--- config.mk ---
export PLATFORM = sky130hd
export DESIGN_NAME = eeprom_regctl
export DESIGN_NICKNAME = d
export VERILOG_FILES = /design/src/rtl/eeprom_regctl_pkg.sv /design/src/rtl/eeprom_array.sv /design/src/rtl/eeprom_unlock.sv /design/src/rtl/eeprom_wtimer.sv /design/src/rtl/eeprom_regctl.sv
export SDC_FILE = /design/constraint.sdc
export NUM_CORES = 1
export LEC_CHECK = 0
export ABC_AREA = 1
export BUFFER_PORTS_ARGS = -buffer_cell sky130_fd_sc_hd__buf_4
export CAP_MARGIN = 25
export CORE_MARGIN = 3
export CORE_UTILIZATION = 48
export CTS_BUF_LIST = sky130_fd_sc_hd__clkbuf_2 sky130_fd_sc_hd__clkbuf_4 sky130_fd_sc_hd__clkbuf_8
export DETAILED_ROUTE_END_ITERATION = 8
export GPL_ROUTABILITY_DRIVEN = 0
export PLACE_DENSITY_LB_ADDON = 0.25
export SLEW_MARGIN = 25
export SYNTH_ARGS = -nofsm -noshare
export SYNTH_HDL_FRONTEND = slang
export SYNTH_SLANG_ARGS = --single-unit
--- constraint.sdc ---
create_clock -name clk -period 5.4 [get_ports clk]
set_clock_uncertainty 0.05 [all_clocks]
set_input_delay 1.08 -clock clk [delete_from_list [all_inputs] [get_ports clk]]
set_output_delay 1.08 -clock clk [all_outputs]
set_load 0.005 [all_outputs]
--- src/rtl/eeprom_regctl_pkg.sv ---
package eeprom_regctl_pkg;
  typedef enum logic [1:0] {
    SEL_DATA = 2'd0,
    SEL_ADDR = 2'd1,
    SEL_CTRL = 2'd2,
    SEL_KEY  = 2'd3
  } reg_sel_e;

  typedef enum logic [1:0] {
    UL_IDLE  = 2'd0,
    UL_HALF  = 2'd1,
    UL_ARMED = 2'd2
  } unlock_e;

  localparam int B_RD  = 0;
  localparam int B_WR  = 1;
  localparam int B_WEN = 2;
  localparam int B_ERR = 3;
  localparam int B_IRQ = 4;
  localparam int B_CFG = 6;
  localparam int B_MEM = 7;

  localparam logic [7:0] KEY_FIRST  = 8'h55;
  localparam logic [7:0] KEY_SECOND = 8'hAA;
  localparam logic [7:0] ERASED     = 8'hFF;
endpackage

--- src/rtl/eeprom_array.sv ---
module eeprom_array #(
  parameter int DEPTH = 128,
  parameter int IDX_W = $clog2(DEPTH)
) (
  input  logic             clk,
  input  logic             we,
  input  logic [IDX_W-1:0] widx,
  input  logic [7:0]       wdat,
  input  logic [IDX_W-1:0] ridx,
  output logic [7:0]       rdat
);
  logic [7:0] mem [DEPTH];

  always_ff @(posedge clk) begin
    if (we) mem[widx] <= wdat;
  end

  assign rdat = mem[ridx];
endmodule

--- src/rtl/eeprom_unlock.sv ---
module eeprom_unlock
  import eeprom_regctl_pkg::*;
(
  input  logic       clk,
  input  logic       por_n,
  input  logic       srst,
  input  logic       acc,
  input  logic       key_wr,
  input  logic [7:0] wdata,
  output logic       armed
);
  unlock_e st_q;

  always_ff @(posedge clk or negedge por_n) begin
    if (!por_n)      st_q <= UL_IDLE;
    else if (srst)   st_q <= UL_IDLE;
    else if (acc) begin
      if (key_wr && wdata == KEY_FIRST)                        st_q <= UL_HALF;
      else if (key_wr && wdata == KEY_SECOND && st_q == UL_HALF) st_q <= UL_ARMED;
      else                                                     st_q <= UL_IDLE;
    end
  end

  assign armed = (st_q == UL_ARMED);

  // arming only follows the second key byte
  assert_arm_after_key_R5: assert property (@(posedge clk) disable iff (!por_n)
    $rose(armed) |-> $past(key_wr && wdata == KEY_SECOND));
endmodule

--- src/rtl/eeprom_wtimer.sv ---
module eeprom_wtimer #(
  parameter int WR_CYCLES = 16,
  localparam int CW = $clog2(WR_CYCLES + 1)
) (
  input  logic clk,
  input  logic por_n,
  input  logic srst,
  input  logic start,
  output logic busy,
  output logic done
);
  logic [CW-1:0] cnt_q;
  logic          busy_q;

  always_ff @(posedge clk or negedge por_n) begin
    if (!por_n) begin
      busy_q <= 1'b0;
      cnt_q  <= '0;
    end else if (srst) begin
      busy_q <= 1'b0;
      cnt_q  <= '0;
    end else if (start) begin
      busy_q <= 1'b1;
      cnt_q  <= CW'(WR_CYCLES - 1);
    end else if (done) begin
      busy_q <= 1'b0;
    end else if (busy_q) begin
      cnt_q  <= cnt_q - 1'b1;
    end
  end

  assign busy = busy_q;
  assign done = busy_q && (cnt_q == '0);

  // count stays inside the configured window
  assert_cnt_window_R7: assert property (@(posedge clk) disable iff (!por_n)
    busy_q |-> (cnt_q <= CW'(WR_CYCLES - 1)));
  // expiry ends the cycle
  assert_done_ends_R7: assert property (@(posedge clk) disable iff (!por_n)
    done |=> !busy_q);
endmodule

--- src/rtl/eeprom_regctl.sv ---
module eeprom_regctl
  import eeprom_regctl_pkg::*;
#(
  parameter int ADDR_W    = 8,
  parameter int DEPTH     = 128,
  parameter int WR_CYCLES = 16,
  localparam int IDX_W = $clog2(DEPTH)
) (
  input  logic       clk,
  input  logic       por_n,
  input  logic       srst,
  input  logic       reg_wr,
  input  logic       reg_rd,
  input  logic [1:0] reg_sel,
  input  logic [7:0] reg_wdata,
  output logic [7:0] reg_rdata,
  output logic       irq
);
  logic [ADDR_W-1:0] addr_q;
  logic [7:0]        data_q, wd_q, arr_rd, arr_wdat;
  logic [IDX_W-1:0]  wa_q, arr_widx;
  logic rd_go_q, wr_go_q, wen_q, err_q, irq_q, cfg_q, mem_q;
  logic armed, busy, done, arr_we;

  wire acc      = reg_wr || reg_rd;
  wire wr_data  = reg_wr && reg_sel == SEL_DATA;
  wire wr_addr  = reg_wr && reg_sel == SEL_ADDR;
  wire wr_ctrl  = reg_wr && reg_sel == SEL_CTRL;
  wire wr_key   = reg_wr && reg_sel == SEL_KEY;
  wire tgt_data = !reg_wdata[B_CFG] && !reg_wdata[B_MEM];
  wire wr_try   = wr_ctrl && reg_wdata[B_WR] && !busy;
  wire accept   = wr_try && armed && wen_q && tgt_data;
  wire bad_try  = wr_try && !accept;
  wire rd_ok    = wr_ctrl && reg_wdata[B_RD] && !busy && tgt_data;

  eeprom_unlock u_unlock (
    .clk(clk), .por_n(por_n), .srst(srst), .acc(acc),
    .key_wr(wr_key), .wdata(reg_wdata), .armed(armed)
  );

  eeprom_wtimer #(.WR_CYCLES(WR_CYCLES)) u_timer (
    .clk(clk), .por_n(por_n), .srst(srst), .start(accept && !srst),
    .busy(busy), .done(done)
  );

  assign arr_we   = !srst && (accept || done);
  assign arr_widx = accept ? addr_q[IDX_W-1:0] : wa_q;
  assign arr_wdat = accept ? ERASED : wd_q;

  eeprom_array #(.DEPTH(DEPTH), .IDX_W(IDX_W)) u_array (
    .clk(clk), .we(arr_we), .widx(arr_widx), .wdat(arr_wdat),
    .ridx(addr_q[IDX_W-1:0]), .rdat(arr_rd)
  );

  always_ff @(posedge clk or negedge por_n) begin
    if (!por_n) begin
      addr_q <= '0; data_q <= '0; wa_q <= '0; wd_q <= '0;
      rd_go_q <= 1'b0; wr_go_q <= 1'b0; wen_q <= 1'b0; err_q <= 1'b0;
      irq_q <= 1'b0; cfg_q <= 1'b0; mem_q <= 1'b0;
    end else if (srst) begin
      addr_q <= '0; data_q <= '0;
      rd_go_q <= 1'b0; wr_go_q <= 1'b0; wen_q <= 1'b0;
      irq_q <= 1'b0; cfg_q <= 1'b0; mem_q <= 1'b0;
      err_q <= err_q || busy;
    end else begin
      if (wr_addr) addr_q <= reg_wdata[ADDR_W-1:0];
      if (rd_go_q)      data_q <= arr_rd;
      else if (wr_data) data_q <= reg_wdata;
      rd_go_q <= rd_ok;
      if (wr_ctrl) begin
        wen_q <= reg_wdata[B_WEN];
        cfg_q <= reg_wdata[B_CFG];
        mem_q <= reg_wdata[B_MEM];
      end
      if (accept)    wr_go_q <= 1'b1;
      else if (done) wr_go_q <= 1'b0;
      if (done)         irq_q <= 1'b1;
      else if (wr_ctrl) irq_q <= irq_q && reg_wdata[B_IRQ];
      if (bad_try)      err_q <= 1'b1;
      else if (wr_ctrl) err_q <= err_q && reg_wdata[B_ERR];
      if (accept) begin
        wa_q <= addr_q[IDX_W-1:0];
        wd_q <= data_q;
      end
    end
  end

  always_comb begin
    unique case (reg_sel_e'(reg_sel))
      SEL_DATA: reg_rdata = data_q;
      SEL_ADDR: reg_rdata = 8'(addr_q);
      SEL_CTRL: reg_rdata = {mem_q, cfg_q, 1'b0, irq_q, err_q, wen_q, wr_go_q, rd_go_q};
      default:  reg_rdata = 8'h00;
    endcase
  end

  assign irq = irq_q;

  // a write cycle only begins from an armed unlock
  assert_start_unlocked_R5: assert property (@(posedge clk) disable iff (!por_n)
    $rose(busy) |-> $past(armed));
  // a write cycle only begins with write enable set
  assert_start_enabled_R6: assert property (@(posedge clk) disable iff (!por_n)
    $rose(busy) |-> $past(wen_q));
  // software start bit mirrors the timer
  assert_wrgo_tracks_R7: assert property (@(posedge clk) disable iff (!por_n)
    wr_go_q == busy);
  // read-start is a one-clock pulse
  assert_rd_pulse_R3: assert property (@(posedge clk) disable iff (!por_n)
    rd_go_q |=> !rd_go_q);
  // no read during a write
  assert_no_rd_busy_R9: assert property (@(posedge clk) disable iff (!por_n)
    busy |-> !rd_go_q);
  // done flag rises only on timer expiry
  assert_irq_on_done_R8: assert property (@(posedge clk) disable iff (!por_n)
    $rose(irq_q) |-> $past(done));
  // aborting reset leaves the error flag set
  assert_abort_err_R10: assert property (@(posedge clk) disable iff (!por_n)
    (srst && busy) |=> err_q);
endmodule

# Yosys cells after proc, flatten, opt, wreduce, memory -nomap -nowiden
# Memories as Yosys holds them, arrays and structs flattened.
# Index checks and enable logic that the tools add are counted.
# word_totals
regBits	46
mem_bits_rw	1024
input_bits	15
output_inout_bits	9
word_cells	104
mem_count	1
# mem_list
name	depth	word_bits	rd	rd_clocked_by_memory_dff	write_ports	line_no	rtl
u_array.mem	128	8	1	0	1	eeprom_array.sv:12	logic [7:0] mem [DEPTH];
# classes
addsub	1
eq_ne	8
n_mux	36
bitwise_logic	1
reduce_logical	43
# ops
cell	count
$mux W8	6
$pmux W8 S3	1
$logic_and A1 B1 Y1	22
$mux W1	20
$mux W5	4
$reduce_bool A3 Y1	6
$eq A8 B7 Y1 const B	1
$eq A8 B8 Y1 const B	1
$mux W2	4
$mux W7	1
$eq A2 B2 Y1 const B	3
$reduce_bool A2 Y1	3
$logic_not A1 Y1	5
$logic_not A5 Y1	1
$sub A5 B1 Y5 const B	1
$eq A2 B1 Y1 const B	2
$reduce_and A2 Y1	2
$logic_or A1 B1 Y1	3
$ne A3 B2 Y1 const B	1
$logic_not A2 Y1	1
$not A1 Y1	1

# Depth between registers and ports, before layout
# depth
ltp_word	11
mapped_depth	17
depth_no_buf	13

# Modules after synthesis
# A second synthesis with hierarchy kept.
# unflattened
hier_cells	3907
area_unflattened_um2	44550.2
# by_module_without_submodules
module	instances	cells_each	area_per_inst_um2	seq_area_each_um2
eeprom_array	1	3567	41944.0	30749.5
eeprom_regctl	1	269	2077.0	950.9
eeprom_wtimer	1	43	366.6	150.1
eeprom_unlock	1	28	162.7	50.0

# Worst setup path after synthesis
# OpenSTA, ideal clock, no wires.
# synth_path
path_kind	input port to flip-flop
start	in reg_sel[1]
end	mem u_array.mem[107][0], enable pin
setup_ns	0.370
t_arrival_ns	2.869
required_ns	4.980
path_slack_ns	2.111
stages	11
path_buffers	1
cell_sequence	inv_2 > nor2_4 > nand2_2 > nor3_4 > nand2_4 > o21ai_2 > inv_2 > nor3_1 > nand2_1 > buf_2 > nor2_1
# synth_via
elab_chain_cells	11
elab_cells_between_ends	12
classes_between	eq/ne (1); mux (3); reduce/logical (8)
# synth_rtl
element	line_no	rtl
from (decl)	eeprom_regctl.sv:14	input logic [1:0] reg_sel,
$eq A2 B2 Y1 *	eeprom_regctl.sv:28	wire wr_ctrl = reg_wr && reg_sel == SEL_CTRL;
$logic_and A1 B1 Y1 *	eeprom_regctl.sv:28	
$logic_and A1 B1 Y1 * (2 in a row)	eeprom_regctl.sv:31	wire wr_try = wr_ctrl && reg_wdata[B_WR] && !busy;
$logic_and A1 B1 Y1 * (3 in a row)	eeprom_regctl.sv:32	wire accept = wr_try && armed && wen_q && tgt_data;
$logic_or A1 B1 Y1	eeprom_regctl.sv:46	assign arr_we = !srst && (accept || done);
$logic_and A1 B1 Y1	eeprom_regctl.sv:46	
$mux W1	eeprom_array.sv:15	if (we) mem[widx] <= wdat;
$mux W1 (not written as such)	eeprom_array.sv:15	
to (decl)	eeprom_array.sv:12	
# Mark *: on every way between the ends. The rest lies on a longest branch, timed or not.

# Worst setup path in the final report
# layout_path
start	reg addr_q[4]
end	out reg_rdata[4]
# layout_via
elab_chain_cells	1
# layout_rtl
element	line_no	rtl
from (decl)	eeprom_regctl.sv:19	logic [ADDR_W-1:0] addr_q;
from (signal assigned)	eeprom_regctl.sv:66	if (wr_addr) addr_q <= reg_wdata[ADDR_W-1:0];
$pmux W8 S3	eeprom_regctl.sv:89	unique case (reg_sel_e'(reg_sel))
to (decl)	eeprom_regctl.sv:16	output logic [7:0] reg_rdata,
# Every way passes these cells.

==> impl_results.md <==
* Run status: complete, no violations
* Worst setup SP type: flop
* Worst Tran Pin Value at 1.06 ns
* Setup Slack @ Placement at around 0.8 ns
* Row cnt at between 100 and 150
* R2r endpoint: u_array.mem[2][1]
* Initial core utilization at between 40% and 50%
* Synth top area share at 70.1%
* WS Path Type: flop to output port
* Worst R2R Path Depth at 7
* Layout fillers at 7710
* Largest net degree at the start of global routing at 217
* Drt via density at ~5.7
* Synth-to-layout area growth at 10.2%
* Mapped Nets at 3863
* Core Area at between 90000 and 100000 µm²
* Nets at a little under 4000
* Clock-pin slew on the worst setup and hold paths at about 0.070 ns
* R2r startpoint: addr_q[1]
* Share of layout cells above drive strength 1 at 9.45%
* Top post-synthesis cells by area: edfxtp_1, nand2_1, nand3_1, dfrtp_1, clkbuf_1
* Synth area leader: edfxtp_1
* Register area share after synthesis at 72.7%
* Fin worst setup slack at 0.967 ns
* Clock Path Buffers at 3
* Count of different cell masters after synthesis at 38
* Setup slack, reg-to-reg at between 1.5 and 2 ns
* LEAKAGE at 0.0174 µW
* Final worst path period share at 82.1%
* Relative slew slack at 29.5%
* DR DRC count at 0
* H-tree levels at 4
* Fmax at 226 MHz
* Die Width at between 300 and 400 µm
* CTS Root Cell: clkbuf_8
* Drt total wl at 114000 µm
* Count of flip-flops with a built-in enable after synthesis at 1024
* Detailed Place HPWL at 65200 µm
* Synth async-reset ratio at 4.30%
* TritonRoute pass-1 iters at 6
* CTS sink cnt at 1070
* Latest clock arrival within the worst-skew pair at 0.81 ns
* First-pass GRT wire length at 171000 µm
* Syn Inst Count at 3846
* Hold_buf cts at 0
* Fin crit period at 4.43 ns
* CTS resizes at 0
* RSZ-0062 raised after global routing: no
* CTS buffer count at 164
* Vias in the first global route at 28000
* Required time worst endpoint at about 4.3 ns
* CP endpoint kind: output port
* Post-CTS setup buffer count at 0
* YS warnings at 0
* Setup Viol. Count Final at 0
* Die height at 308 µm
* TNS Setup at 0 ns
* Io pins at 24
* CP arrival at 3.30 ns
* Most common cell in the netlist: nand2_1
* Worst min path class: primary input to async pin
* DR WL/cell at 22.1 µm
* CP Max Fanout at 27
* Post-synth top flop: edfxtp_1
* Fin. Hold Viols at 0
* Initial antenna violation count at 2
* Pwr per Cell Area at 335 nW/µm²
* TritonCTS clock tree: built
* Peak VDD IR at roughly 250 µV
* PortBufs at 23
* Final slew viol count at 0
* Number of routed nets with antenna violations at 0
* Area of the multi-input gates at ~11000 µm²
* Register area at 31900 µm²
* Top post-synthesis cells by count: nand2_1, edfxtp_1, nand3_1
* Total number of vias at 29100
* Syn Area/Cell at ~11 µm²
* Max Cap Viol at 0
* Mapped Area at 43900 µm²
* Remaining Overflow, GRT at 0
* Iter 0 DRT Violations at about 3600
* Tot GR Track Use at 24.0%
* Die area at between 90000 and 100000 µm²
* FF+latch count, synth at approximately 1100
## through the flow
stage | utilization [%] | hold WS, ns | std cells | total power [µW] | cell area (µm²)
after floorplan | - | 0.395 | 3846 | 9600 | 43900
after global placement | 50.0 | 0.414 | 4855 | 9820 | 45200
after detailed placement | 50.0 | 0.417 | 4855 | 9820 | 45200
after CTS | 53.6 | 0.175 | 5153 | 16300 | 48400
after global routing | 53.6 | 0.213 | 5154 | 16700 | 48400
final | 53.6 | 0.225 | 5154 | 16200 | 48400
## sequential cells by signal, indices dropped and copies added (netlist names), 2 cells and up
register       cells
u_array.mem     1024
addr_q             8
data_q             8
wd_q               8
wa_q               7
u_timer.cnt_q      5
u_unlock.st_q      2
## report_power, final
group	switching [µW]	total, µW	internal (µW)
registers	31.4	9020	8980
clock network	3070	6540	3470
logic	459	643	184
## worst max path at each step
stage                           from             endpoint  slack, ns  cells past startpoint
after detailed placement  reg_sel[0]   u_array.mem[42][7]       0.79                     11
after floorplan           reg_sel[1]  u_array.mem[107][0]       2.11                     11
final                      addr_q[4]         reg_rdata[4]       0.97                      4
after global routing       addr_q[0]         reg_rdata[0]       0.89                      4
after CTS                  addr_q[4]         reg_rdata[4]       0.95                      4
after global placement    reg_sel[0]   u_array.mem[10][0]       0.89                     11
## worst max-delay path, stage by stage, from the launching register on
cell,delay (ns)
dfrtp_1,1.03
clkinv_1,0.58
buf_4,0.42
o221ai_1,0.30
buf_4,0.16
## area by class of cell
type | instances | share of cell area (%)
timing repair buffer | 74 | 1.51
tap | 1176 | 3.04
sequential | 1070 | 66.0
clock inverter | 69 | 0.828
inverter | 51 | 0.432
antenna | 1 | 0.00517
clock buffer | 229 | 5.75
multi-input combinational | 2484 | 22.4
## cells in the final DEF (no fill, tap or decap), types with 4 or more instances in the layout
master	count
o21ai_0	30
clkinvlp_4	6
buf_12	14
o21ai_2	4
edfxtp_1	1024
nor3_1	5
a21oi_1	10
inv_2	8
or2_4	8
nand3_1	956
o221ai_1	7
nor2_2	5
nor2_1	149
nand2_1	1277
dfrtp_1	42
clkbuf_8	170
inv_6	4
nand4_1	8
clkinv_2	16
clkinv_1	43
buf_4	60
clkbuf_4	59
inv_1	37
## cell families after synthesis
logic type	synth area share [%]
AOI/OAI and AO/OA	0.833
xor gates and xnor gates	0.0399
adders and majority gates	0.0570
buffers and inverters	2.60
DFF	72.7
muxes	0.0513
and+or+nand+nor	23.7
## routing by layer
layer / wire (µm) / global-route usage [%] / part of all wire [%] / up-vias
li1: - / - / - / 13500
met1: 47600 / 33.5 / 42 / 14000
met2: 53400 / 38.2 / 47 / 1342
met3: 9650 / 4.17 / 8.5 / 229
met4: 3540 / 8.83 / 3.1 / 2
met5: 13 / 0 / 0.011 / -
Power figures use the tool's default switching activity.
